File: src/rtl/fpcmp_pkg.sv
package fpcmp_pkg;
  localparam int CC_W    = 4;
  localparam int CC_LT   = 0;
  localparam int CC_EQ   = 1;
  localparam int CC_GT   = 2;
  localparam int CC_UN   = 3;
  localparam int SEL_W   = 5;
  localparam int SEL_SIG = 4;

  typedef struct packed {
    logic sign;
    logic is_nan;
    logic is_snan;
    logic is_zero;
  } fp_class_t;
endpackage

File: src/rtl/fpcmp_classify.sv
module fpcmp_classify
  import fpcmp_pkg::*;
#(
  parameter int EXP_W  = 8,
  parameter int FRAC_W = 23
) (
  input  logic [EXP_W+FRAC_W:0]   val,
  output fp_class_t               cls,
  output logic [EXP_W+FRAC_W-1:0] mag
);
  localparam int W = EXP_W + FRAC_W + 1;

  logic [EXP_W-1:0]  exp_f;
  logic [FRAC_W-1:0] frac_f;
  logic              exp_max;
  logic              frac_nz;

  assign exp_f   = val[W-2 -: EXP_W];
  assign frac_f  = val[FRAC_W-1:0];
  assign exp_max = &exp_f;
  assign frac_nz = |frac_f;
  assign mag     = val[W-2:0];

  always_comb begin
    cls.sign    = val[W-1];
    cls.is_nan  = exp_max && frac_nz;
    cls.is_snan = exp_max && frac_nz && !frac_f[FRAC_W-1];
    cls.is_zero = !(|mag);
  end
endmodule

File: src/rtl/fpcmp_order.sv
module fpcmp_order
  import fpcmp_pkg::*;
#(
  parameter int MAG_W = 31
) (
  input  fp_class_t        cls_a,
  input  fp_class_t        cls_b,
  input  logic [MAG_W-1:0] mag_a,
  input  logic [MAG_W-1:0] mag_b,
  output logic [CC_W-1:0]  cc
);
  logic mag_lt;
  logic mag_eq;

  assign mag_lt = mag_a < mag_b;
  assign mag_eq = mag_a == mag_b;

  always_comb begin
    cc = '0;
    if (cls_a.is_nan || cls_b.is_nan)
      cc[CC_UN] = 1'b1;
    else if (cls_a.is_zero && cls_b.is_zero)
      cc[CC_EQ] = 1'b1;
    else if (cls_a.sign != cls_b.sign) begin
      if (cls_a.sign) cc[CC_LT] = 1'b1;
      else            cc[CC_GT] = 1'b1;
    end
    else if (mag_eq)
      cc[CC_EQ] = 1'b1;
    else if (mag_lt ^ cls_a.sign)
      cc[CC_LT] = 1'b1;
    else
      cc[CC_GT] = 1'b1;
  end
endmodule

File: src/rtl/fpcmp_predicate.sv
module fpcmp_predicate
  import fpcmp_pkg::*;
(
  input  logic [CC_W-1:0]  cc,
  input  logic [SEL_W-1:0] sel,
  input  logic             neg,
  input  logic             snan_any,
  output logic             result,
  output logic             invalid
);
  logic hit;

  assign hit     = |(cc & sel[CC_W-1:0]);
  assign result  = hit ^ neg;
  assign invalid = snan_any || (cc[CC_UN] && sel[SEL_SIG]);
endmodule

File: src/rtl/fp_compare_unit.sv
module fp_compare_unit
  import fpcmp_pkg::*;
#(
  parameter int EXP_W   = 8,
  parameter int FRAC_W  = 23,
  parameter bit REG_OUT = 1'b1
) (
  input  logic                   clk,
  input  logic                   rst,
  input  logic [EXP_W+FRAC_W:0]  op_a,
  input  logic [EXP_W+FRAC_W:0]  op_b,
  input  logic [SEL_W-1:0]       pred_sel,
  input  logic                   pred_neg,
  output logic [CC_W-1:0]        cc,
  output logic                   pred_true,
  output logic                   invalid
);
  localparam int MAG_W = EXP_W + FRAC_W;

  fp_class_t        cls_a, cls_b;
  logic [MAG_W-1:0] mag_a, mag_b;
  logic [CC_W-1:0]  cc_c;
  logic             pred_c;
  logic             inv_c;
  logic             any_nan;
  logic             any_snan;

  fpcmp_classify #(.EXP_W(EXP_W), .FRAC_W(FRAC_W)) u_cls_a (
    .val(op_a), .cls(cls_a), .mag(mag_a));
  fpcmp_classify #(.EXP_W(EXP_W), .FRAC_W(FRAC_W)) u_cls_b (
    .val(op_b), .cls(cls_b), .mag(mag_b));

  assign any_nan  = cls_a.is_nan  || cls_b.is_nan;
  assign any_snan = cls_a.is_snan || cls_b.is_snan;

  fpcmp_order #(.MAG_W(MAG_W)) u_order (
    .cls_a(cls_a), .cls_b(cls_b), .mag_a(mag_a), .mag_b(mag_b), .cc(cc_c));

  fpcmp_predicate u_pred (
    .cc(cc_c), .sel(pred_sel), .neg(pred_neg), .snan_any(any_snan),
    .result(pred_c), .invalid(inv_c));

  generate
    if (REG_OUT) begin : g_reg
      always_ff @(posedge clk) begin
        if (rst) begin
          cc        <= '0;
          pred_true <= 1'b0;
          invalid   <= 1'b0;
        end else begin
          cc        <= cc_c;
          pred_true <= pred_c;
          invalid   <= inv_c;
        end
      end

      // outputs follow the combinational result one edge later
      a_r10_latency: assert property (@(posedge clk) disable iff (rst)
        !$past(rst) |-> (cc == $past(cc_c) && pred_true == $past(pred_c)
                         && invalid == $past(inv_c)));
    end else begin : g_comb
      assign cc        = cc_c;
      assign pred_true = pred_c;
      assign invalid   = inv_c;
    end
  endgenerate

  // exactly one relation reported
  a_r1_cc_onehot: assert property (@(posedge clk) disable iff (rst)
    $countones(cc_c) == 1);
  // any NaN gives unordered
  a_r2_nan_unordered: assert property (@(posedge clk) disable iff (rst)
    any_nan |-> cc_c[CC_UN]);
  // two zeros of any sign are equal
  a_r3_zero_equal: assert property (@(posedge clk) disable iff (rst)
    (cls_a.is_zero && cls_b.is_zero) |-> cc_c[CC_EQ]);
  // signaling NaN always flags invalid
  a_r8_snan_invalid: assert property (@(posedge clk) disable iff (rst)
    any_snan |-> inv_c);
  // ordered operands never flag invalid
  a_r9_no_invalid_ordered: assert property (@(posedge clk) disable iff (rst)
    !any_nan |-> !inv_c);
endmodule

File: config.mk
export PLATFORM = sky130hd
export DESIGN_NAME = fp_compare_unit
export DESIGN_NICKNAME = d
export VERILOG_FILES = /design/src/rtl/fpcmp_pkg.sv /design/src/rtl/fpcmp_classify.sv /design/src/rtl/fpcmp_order.sv /design/src/rtl/fpcmp_predicate.sv /design/src/rtl/fp_compare_unit.sv
export SDC_FILE = /design/constraint.sdc
export NUM_CORES = 1
export LEC_CHECK = 0
export ABC_AREA = 1
export BUFFER_PORTS_ARGS = -buffer_cell sky130_fd_sc_hd__buf_2
export CAP_MARGIN = 20
export CORE_MARGIN = 2
export CORE_UTILIZATION = 30
export CTS_CLUSTER_DIAMETER = 60
export DETAILED_ROUTE_END_ITERATION = 10
export PLACE_DENSITY = 0.59
export SYNTH_ARGS = -nofsm -noshare
export SYNTH_HDL_FRONTEND = slang
export SYNTH_SLANG_ARGS = --single-unit
File: constraint.sdc
create_clock -name clk -period 2.8 [get_ports clk]
set_input_delay 0.28 -clock clk [delete_from_list [all_inputs] [get_ports clk]]
set_output_delay 0.28 -clock clk [all_outputs]
set_load 0.02 [all_outputs]
==> results.yml <==
worst_setup_path:
  critPathKind: "primary input to flip-flop"
  crit_path_end_kind: "flip-flop"
  cp_num_buf_inv: 2
  required_ns: 2.91
  worst-path-max-fanout: 3
  max_stage_delay_ns: 0.30
  cp-start-kind: "primary input"
  path_cells: "buf_2, ha_1, nand2_1, inv_1, nand2_1, nor2_2, nand2_1, nand3_1, nor2_1, nand2_1, nand2_2, nand3_1, nand2_1, nand3_2, a21oi_1, nor2_1"
  crit_slowest_cell: "ha_1"
  crit_top_cell: "nand2_1"
  cp.arrival_ns: 1.95
  cp_top_family: "simple AND/OR/NAND/NOR gates"
synthesis:
  async_reset_ff_share_pct: 0
  yosys.cell_count.top_type: "nand2_1"
  synthTopCellsByArea: "ha_1 24%, nand2_1 16%, nor2_1 10%"
  synthXorXnorAreaFrac_pct: 0
  synthCells: 279
  ys_ff_latch: 6
  synth.net_count: 382
  ys_seq_area_share_pct: 7.52
  synth_top_family_by_area: "simple AND/OR/NAND/NOR gates"
  synth_top_area_share_pct: 24.3
  synthAdderAreaFrac_pct: 24.3
  synthTopCellsByCount: "67 x nand2_1, 44 x nor2_1, 41 x inv_1"
  synth_cell_type_count: 17
  synth_edf_count: 0
  synth_top_cell_by_area: "ha_1"
  synth_warnings: 0
  yosys_most_used_dff: "dfxtp_1"
  synth_mux_area_share_pct: 0
  synthSimpleGateAreaFrac_pct: 49.3
  synth_area_per_cell_sq_um: 5.73
  synth_area_sq_mm: 0.00160
  synth_compound_area_share_pct: 4.23
detailed_routing:
  drtIter0Drc: 52
  via_count: 1913
  wl_mm: 4.61
  dr_wl_met3_um: 205
  drtPass1Iterations: 4
  dr_wl_met2_mm: 2.17
  route.detailed.drc: 0
  dr.max_layer_used: "met4"
  antenna_left: 0
  avgRoutedWirePerCell_um: 10.8
  viasPerCell: 4.46
  wl_met1_mm: 2.20
cts:
  cts_hold_buf: 0
  cts_tree: "done"
  cts_max_level: 1
  clockRootBuffer: "clkbuf_8"
  cts_sinks: 6
  clock_path_buffers: 2
  clk_pin_slew_worst_paths_ns: 0.03
  cts_setup_buffers: 0
  numCtsBuffers: 3
  cts.repair.resized: 0
power_and_ir_drop:
  ir_drop_mv: 0.0995
  seq_power_share_pct: 19.6
  p_int_mw: 0.288
  power_density_mw_per_mm2: 221
  switchingPower_mw: 0.179
  switching_share_pct: 38.3
  leakagePower_nw: 1.24
  combPwrFrac_pct: 54.2
  p_clk_share_pct: 26.3
global_routing:
  grt_max_degree: 7
  first_global_vias: 1856
  grt.overflow.total: 0
  grt_usage_pct: 16.1
  grt_pass1_wl_mm: 7.91
  antenna_found_initial: 0
sta:
  tightest_slew_ns: 0.227
  hold_slack_ns: 0.292
  slew_headroom_pct: 84.7
  fin_crit_ns: 1.84
  slew_viol_final: 0
  fmax_mhz: 542
  finalHoldViolCount: 0
  setup_viol: 0
  period_share_pct: 65.9
  rsz0062_at_grt: "no"
  fin_tns_setup_ns: 0
placed_design:
  dp.final_hpwl_mm: 4.26
  placed_cell_area_sq_mm: 0.00207
  placed_cells: 426
  numPortBuffers: 77
  gp_congestion: 0.828
die:
  core_area_sq_mm: 0.00514
  dieArea_sq_mm: 0.00593
  chipHeight_um: 77.0
  core.rowCount: 26
  fp.dieW_um: 77.0
  start_util_pct: 31.1
  ios: 78
cells_and_area:
  fillerInstances: 603
  drive_above_1_share_pct: 33.4
  stdcell_count: 429
  nets: 464
  design_area_sq_mm: 0.00211
  diodes: 0
  area_delta_synth_final_pct: 32.2
run:
  maxCapViolCount: 0
min_path:
  hold_class: "primary input to flip-flop"
run_status:
  status: "finished clean"
==> path summary, 6_finish.rpt <==
kind	depth (start not counted)	start	endpoint
min	2	rst	cc[0]
max	16	op_a[26]	pred_true
==> layout by cell type (no fill, tap or decap), types with 3 or more instances in the layout <==
cell type,Yosys,final
buf_2,0,77
a21oi_1,12,12
nor3_2,3,3
nand2_1,67,67
nor2_1,44,44
ha_1,31,31
nand3_2,5,5
nand3_1,13,13
clkbuf_8,0,3
nand2_2,6,6
nor3_1,3,3
nor2_2,5,5
inv_1,41,41
dfxtp_1,6,6
nand4_1,21,21
inv_2,19,19
==> through the flow <==
| stage | power [mW] | worst slack (ns) | utilization [%] |
|---|---|---|---|
| final | 0.466 | 0.956 | 41.1 |
| after global routing | 0.519 | 0.754 | 41.1 |
| after CTS | 0.472 | 0.971 | 41.1 |
| after detailed placement | 0.345 | 0.754 | 40.3 |
| after global placement | 0.343 | 0.741 | 40.3 |
| after floorplan | 0.241 | 1.08 | - |
==> flip-flops by register name, indices dropped and copies added, names as in the netlist <==
register	count
invalid	1
cc	4
pred_true	1
==> per-layer routing <==
layer  GRT usage (%)  vias up
met5               0        -
met4            3.75        0
met3            1.06        2
met2            28.8       43
met1            21.1      815
li1                -     1053
==> cell families (layout without fill, tap and decap cells) <==
| family | Yosys count | after routing |
|---|---|---|
| AND/OR/NAND/NOR | 168 | 168 |
| buffers and inverters | 61 | 141 |
| adder cells (fa/ha/maj) | 31 | 31 |
| AO/OA/AOI/OAI | 13 | 13 |
| flip-flops | 6 | 6 |
==> area by class of cell <==
cell class | count | area [sq um] | area share, %
multi-input cells | 212 | 1240 | 58.9
repair buffers | 77 | 385 | 18.2
inverters | 61 | 234 | 11.1
flip-flops and latches | 6 | 120 | 5.69
well taps | 70 | 87.6 | 4.15
clock buffers | 3 | 41.3 | 1.95
==> power groups by stage <==
stage / logic (mW) / clock network (mW) / registers [mW]
finish: 0.252 / 0.123 / 0.0912
detailed placement: 0.253 / 0 / 0.0925
CTS: 0.254 / 0.127 / 0.0913
global route: 0.295 / 0.132 / 0.0918
global placement: 0.251 / 0 / 0.0925
floorplan: 0.143 / 0 / 0.0982
Note: power is estimated with default switching activity, not from simulation.
